===== config.mk =====
export PLATFORM = sky130hd
export DESIGN_NAME = recirc_word_store
export DESIGN_NICKNAME = d
export VERILOG_FILES = /design/src/rtl/srs_pkg.sv /design/src/rtl/srs_slot_ctr.sv /design/src/rtl/srs_lane.sv /design/src/rtl/srs_ctrl.sv /design/src/rtl/srs_buffer.sv /design/src/rtl/recirc_word_store.sv
export SDC_FILE = /design/constraint.sdc
export NUM_CORES = 1
export LEC_CHECK = 0
export ABC_AREA = 1
export ABC_CLOCK_PERIOD_IN_PS = 3800
export CORE_UTILIZATION = 35
export CTS_CLUSTER_SIZE = 16
export DETAILED_ROUTE_END_ITERATION = 10
export PLACE_DENSITY = 0.7
export SLEW_MARGIN = 15
export SYNTH_ARGS = -nofsm -noshare
export SYNTH_HDL_FRONTEND = slang
export SYNTH_SLANG_ARGS = --single-unit

===== constraint.sdc =====
create_clock -name clk -period 3.8 [get_ports clk]
set_clock_uncertainty 0.1 [all_clocks]
set_input_delay 0.38 -clock clk [delete_from_list [all_inputs] [get_ports clk]]
set_output_delay 0.38 -clock clk [all_outputs]
set_load 0.03 [all_outputs]

===== src/rtl/srs_pkg.sv =====
package srs_pkg;

    // Action chosen by the decoder for the coming edge.
    typedef enum logic [2:0] {
        ACT_IDLE,
        ACT_LOAD,
        ACT_FETCH_WAIT,
        ACT_FETCH_GRAB,
        ACT_STORE_WAIT,
        ACT_STORE_WRITE
    } srs_act_e;

    // Next-value source of the buffer register.
    typedef enum logic [1:0] {
        BSRC_HOLD,
        BSRC_DIN,
        BSRC_SERIAL
    } srs_bsrc_e;

endpackage


===== src/rtl/srs_slot_ctr.sv =====
module srs_slot_ctr #(
    parameter int DEPTH = 4,
    localparam int AW = $clog2(DEPTH)
) (
    input  logic          clk,
    input  logic          rst,
    input  logic [AW-1:0] addr,
    output logic [AW-1:0] slot,
    output logic          hit
);
    localparam logic [AW-1:0] LAST = AW'(DEPTH - 1);

    always_ff @(posedge clk) begin
        if (rst)
            slot <= '0;
        else if (slot == LAST)
            slot <= '0;
        else
            slot <= slot + AW'(1);
    end

    assign hit = (slot == addr);
endmodule


===== src/rtl/srs_lane.sv =====
module srs_lane #(
    parameter int DEPTH = 4
) (
    input  logic clk,
    input  logic rst,
    input  logic wr_en,
    input  logic new_bit,
    output logic ser_out
);
    logic [DEPTH-1:0] stages;
    logic             ser_in;

    // 2:1 selector at the serial input.
    assign ser_in  = wr_en ? new_bit : stages[DEPTH-1];
    assign ser_out = stages[DEPTH-1];

    always_ff @(posedge clk) begin
        if (rst)
            stages <= '0;
        else
            stages <= {stages[DEPTH-2:0], ser_in};
    end
endmodule


===== src/rtl/srs_ctrl.sv =====
module srs_ctrl
    import srs_pkg::*;
(
    input  logic      ld_buf,
    input  logic      fetch_req,
    input  logic      store_req,
    input  logic      hit,
    output srs_act_e  act,
    output srs_bsrc_e bsrc,
    output logic      wr_en
);
    // Action selection with ranking load > fetch > store.
    always_comb begin
        if (ld_buf)
            act = ACT_LOAD;
        else if (fetch_req)
            act = hit ? ACT_FETCH_GRAB : ACT_FETCH_WAIT;
        else if (store_req)
            act = hit ? ACT_STORE_WRITE : ACT_STORE_WAIT;
        else
            act = ACT_IDLE;
    end

    // Per-action outputs.
    always_comb begin
        bsrc  = BSRC_HOLD;
        wr_en = 1'b0;
        unique case (act)
            ACT_IDLE:        ;
            ACT_LOAD:        bsrc = BSRC_DIN;
            ACT_FETCH_WAIT:  ;
            ACT_FETCH_GRAB:  bsrc = BSRC_SERIAL;
            ACT_STORE_WAIT:  ;
            ACT_STORE_WRITE: wr_en = 1'b1;
            default:         ;
        endcase
    end
endmodule


===== src/rtl/srs_buffer.sv =====
module srs_buffer
    import srs_pkg::*;
#(
    parameter int W = 2
) (
    input  logic         clk,
    input  logic         rst,
    input  srs_bsrc_e    bsrc,
    input  logic [W-1:0] din,
    input  logic [W-1:0] ser,
    output logic [W-1:0] q
);
    always_ff @(posedge clk) begin
        if (rst)
            q <= '0;
        else begin
            unique case (bsrc)
                BSRC_HOLD:   q <= q;
                BSRC_DIN:    q <= din;
                BSRC_SERIAL: q <= ser;
                default:     q <= q;
            endcase
        end
    end
endmodule


===== src/rtl/recirc_word_store.sv =====
module recirc_word_store
    import srs_pkg::*;
#(
    parameter int W     = 2,
    parameter int DEPTH = 4,
    localparam int AW   = $clog2(DEPTH)
) (
    input  logic          clk,
    input  logic          rst,
    input  logic          ld_buf,
    input  logic          fetch_req,
    input  logic          store_req,
    input  logic [AW-1:0] addr,
    input  logic [W-1:0]  din,
    output logic [W-1:0]  buf_q,
    output logic [AW-1:0] slot_q,
    output logic          slot_hit
);
    srs_act_e  act;
    srs_bsrc_e bsrc;
    logic      wr_en;
    logic [W-1:0] ser_word;

    srs_slot_ctr #(.DEPTH(DEPTH)) u_slot (
        .clk  (clk),
        .rst  (rst),
        .addr (addr),
        .slot (slot_q),
        .hit  (slot_hit)
    );

    srs_ctrl u_ctrl (
        .ld_buf    (ld_buf),
        .fetch_req (fetch_req),
        .store_req (store_req),
        .hit       (slot_hit),
        .act       (act),
        .bsrc      (bsrc),
        .wr_en     (wr_en)
    );

    // One serial loop per data bit.
    for (genvar b = 0; b < W; b++) begin : g_lane
        srs_lane #(.DEPTH(DEPTH)) u_lane (
            .clk     (clk),
            .rst     (rst),
            .wr_en   (wr_en),
            .new_bit (buf_q[b]),
            .ser_out (ser_word[b])
        );
    end

    srs_buffer #(.W(W)) u_buf (
        .clk  (clk),
        .rst  (rst),
        .bsrc (bsrc),
        .din  (din),
        .ser  (ser_word),
        .q    (buf_q)
    );
endmodule


==> results list <==
- For this run, the detailed router's first-pass iteration total came to 2.
- Final slew viol count: 0
- For the final routed database, the setup TNS stands at 0 ns.
* Number of buffers inserted by post-CTS setup repair: 0
* Hold buffer count at cts: 0
- Maximum single-stage delay on the critical path: 0.66 ns
- The share of synthesized area in the top cell type comes to 0.4649.
- In this run the worst hold path is classified as register to register.
- The worst-case IR drop observed on VDD is 196.7 uV.
- TritonCTS built the clock tree.
* DR WL met2: 388 um
- After detailed routing, the number of remaining DRC violations is 0.
* Slowest stage cell on the critical path: clkdlybuf4s50_1
- Number of distinct library cell variants in the gate-level netlist after synthesis: 14
- Effective utilization at floorplan: 0.3874
* Die outline height: 40.43 um
* Via count of the routed design: 426
- The clock passes through at most 2 buffers.
* Critical Path AT: 1.82 ns
* Power per cell area: 390.7 mW/mm2
- Global routing finished with a remaining overflow of 0.
- Synth Net Count: 83
- Boundary Pins: 14
- Routed length per instance: 8.590 um
- Traced cell by cell, the critical path runs through clkdlybuf4s50_1 > nand2_1 > nand2_1 > and2_2 > clkdlybuf4s50_1.
- R2R setup slack: 2.17 ns
- Routed Wire Length: 859 um
- Averaged over all synthesized cells, the footprint is 7.177 um2.
- At the worst endpoint, the required time is 3.32 ns.
- Routed length on met1: 406 um
* Unrepaired setup endpoints after global routing: no
- The floorplan step defined a die boundary enclosing 0.001634 mm2.
* Result of the run: finished clean
- Cell types with the largest area share after synthesis: dfxtp_1, inv_1, nor2_1, nand2_1, ha_1
- Die W: 40.43 um
- The number of endpoints with negative hold slack in the final report came to 0.
- Dividing the final minimum period by the clock period gives 0.6051.
- Leading area contributor after synthesis: dfxtp_1
- Input/output buffers: 13
* Count of routing violations after the opening detailed-route iteration: 2
- Number of synthesized register bits: 12
- CTS built an H-tree with a depth of 1.
- The region available for standard cell placement spans 0.001334 mm2.
* Crit path launch type: primary input
* Synthesized instance count: 72
* Routed length on met3: 57 um
- Clock latency on the worst-skew pair, taken at its later pin, is 0.26 ns.
- Placement row count: 13
- From synthesis to final layout, the design area changed by 29.30%.
* Max layer used: met4
* Pre-CTS worst setup slack: 1.489 ns
- The worst path meets setup with 1.501 ns of slack.
- Largest delay contributor family on the critical path: buffers and inverters
- Min Clock Period, post-route: 2.299 ns
- Avg Vias per Cell: 4.260
* Number of clock sinks: 12
* Worst-case headroom to the max-slew limit: 0.7492
* Maximum net fanout on the critical path: 2
- Antenna cell count: 0
- Category of the worst setup path capture point: output port
- The critical path contains buffers and inverters numbering 2 combined.
* Largest net degree at the start of global routing: 12
* First-pass GRT wire length: 1290 um
* Final estimated routing congestion in global placement: 0.7009
* Sum of net half-perimeters after detailed placement: 686 um
* Type of the worst setup path: primary input to output port
* Static Leakage: 0.3229 nW
- After clock tree synthesis, the clock-pin slew on the worst setup and hold paths is 0.06 ns.
- In this run the cell area of the synthesized design comes to 516.7 um2.
* Post-route ant nets: 0
- Max-cap violation count: 0
* Least-Margin Pin Slew: 0.3751 ns
- Total clock buffers created by CTS: 3
- The via count of the first global-routing pass came to 355.
- For this run, the number of Yosys warnings is 0.
- In the global route stage, overall resource usage came out at 0.1291.
* Achievable Freq: 434.9 MHz
- In the final layout, the share of cells above drive strength 1 is 0.07059.
* Number of resized instances in the post-cts repair step: 0
- For this run, the register share of the synthesized area comes to 0.4649.
- After the last flow step, the layout net total stands at 98.
- CTS placed an instance of clkbuf_4 at the clock tree root.
- Setup violations remaining at the end of the flow were counted as 0.
- Antenna violations before repair: 0
==> worst paths after layout <==
kind	start	to	cells after the start
max reg2reg	u_slot.slot[0]	u_buf.q[0]	10
max	addr[0]	slot_hit	5
min reg2reg	g_lane[0].u_lane.stages[2]	g_lane[0].u_lane.stages[3]	2
min	g_lane[0].u_lane.stages[2]	g_lane[0].u_lane.stages[3]	2
==> layout by cell type, fill, tap and decap left out, drive strengths merged <==
cell type,netlist,layout
inv,19,19
nor2,14,14
clkdlybuf4s50,0,13
nand2,12,12
dfxtp,12,12
a21oi,4,4
clkbuf,0,3
o21ai,2,2
ha,2,2
and2,1,1
nand3,1,1
nor3b,1,1
nor3,1,1
==> metrics by stage <==
step | area (um2) | total power, W | cells | hold slack (ns) | utilization
finish | 668.1 | 0.0002611 | 100 | 0.3040 | 0.5009
floorplan | 516.7 | 0.0001719 | 72 | 0.2883 | -
global placement | 645.6 | 0.0001918 | 97 | 0.2904 | 0.4841
global route | 668.1 | 0.0002773 | 100 | 0.3252 | 0.5009
detailed placement | 645.6 | 0.0001931 | 97 | 0.2964 | 0.4841
CTS | 668.1 | 0.0002654 | 100 | 0.3056 | 0.5009
==> layer usage <==
metal,up-vias,global-route usage
met2,10,0.1984
met5,-,0
li1,232,-
met3,2,0.06667
met4,0,0.1000
met1,182,0.1304
==> layout make-up <==
cell class | instances | area, um2
clock buffers | 3 | 22.52
well taps | 15 | 18.77
repair buffers | 13 | 130.1
multi-input cells | 38 | 185.2
inverters | 19 | 71.32
fillers | 144 | 665.6
flip-flops and latches | 12 | 240.2
==> synthesized netlist by cell type <==
cell,n
nor2_1,13
buf_4,2
a21oi_1,4
inv_1,19
nor3b_1,1
nor2_2,1
buf_2,1
nor3_1,1
ha_1,2
nand2_1,12
nand3_2,1
and2_2,1
o21ai_0,2
dfxtp_1,12
==> report_power, final <==
| group | internal, W | switching, W | leakage [nW] |
|---|---|---|---|
| logic | 0.0000257 | 0.0000281 | 0.211 |
| clock network | 0.0000365 | 0.0000350 | 0.0138 |
| registers | 0.000131 | 0.00000458 | 0.0978 |
| total | 0.000193 | 0.0000676 | 0.323 |
==> logic make-up (layout without fill, tap and decap cells) <==
kind of cell    count (synthesis)  count (layout)  share of synthesized area
fa+ha+maj                       2               2                    0.04842
buf+inv                        22              35                     0.1767
flops                          12              12                     0.4649
compound gates                  6               6                    0.05811
simple gates                   30              30                     0.2518
==> state kept, by name, summed over array words and instances, names as in the netlist <==
| register | count |
|---|---|
| u_slot.slot | 2 |
| g_lane.u_lane.stages | 8 |
| u_buf.q | 2 |
==> worst min-delay path: cells and delay by family (launching register included) <==
family	cells	cell delay, ns
flip-flops	1	0.30
buffers and inverters	1	0.04
AND/OR/NAND/NOR	1	0.03
(Power assumes the default switching activity.)
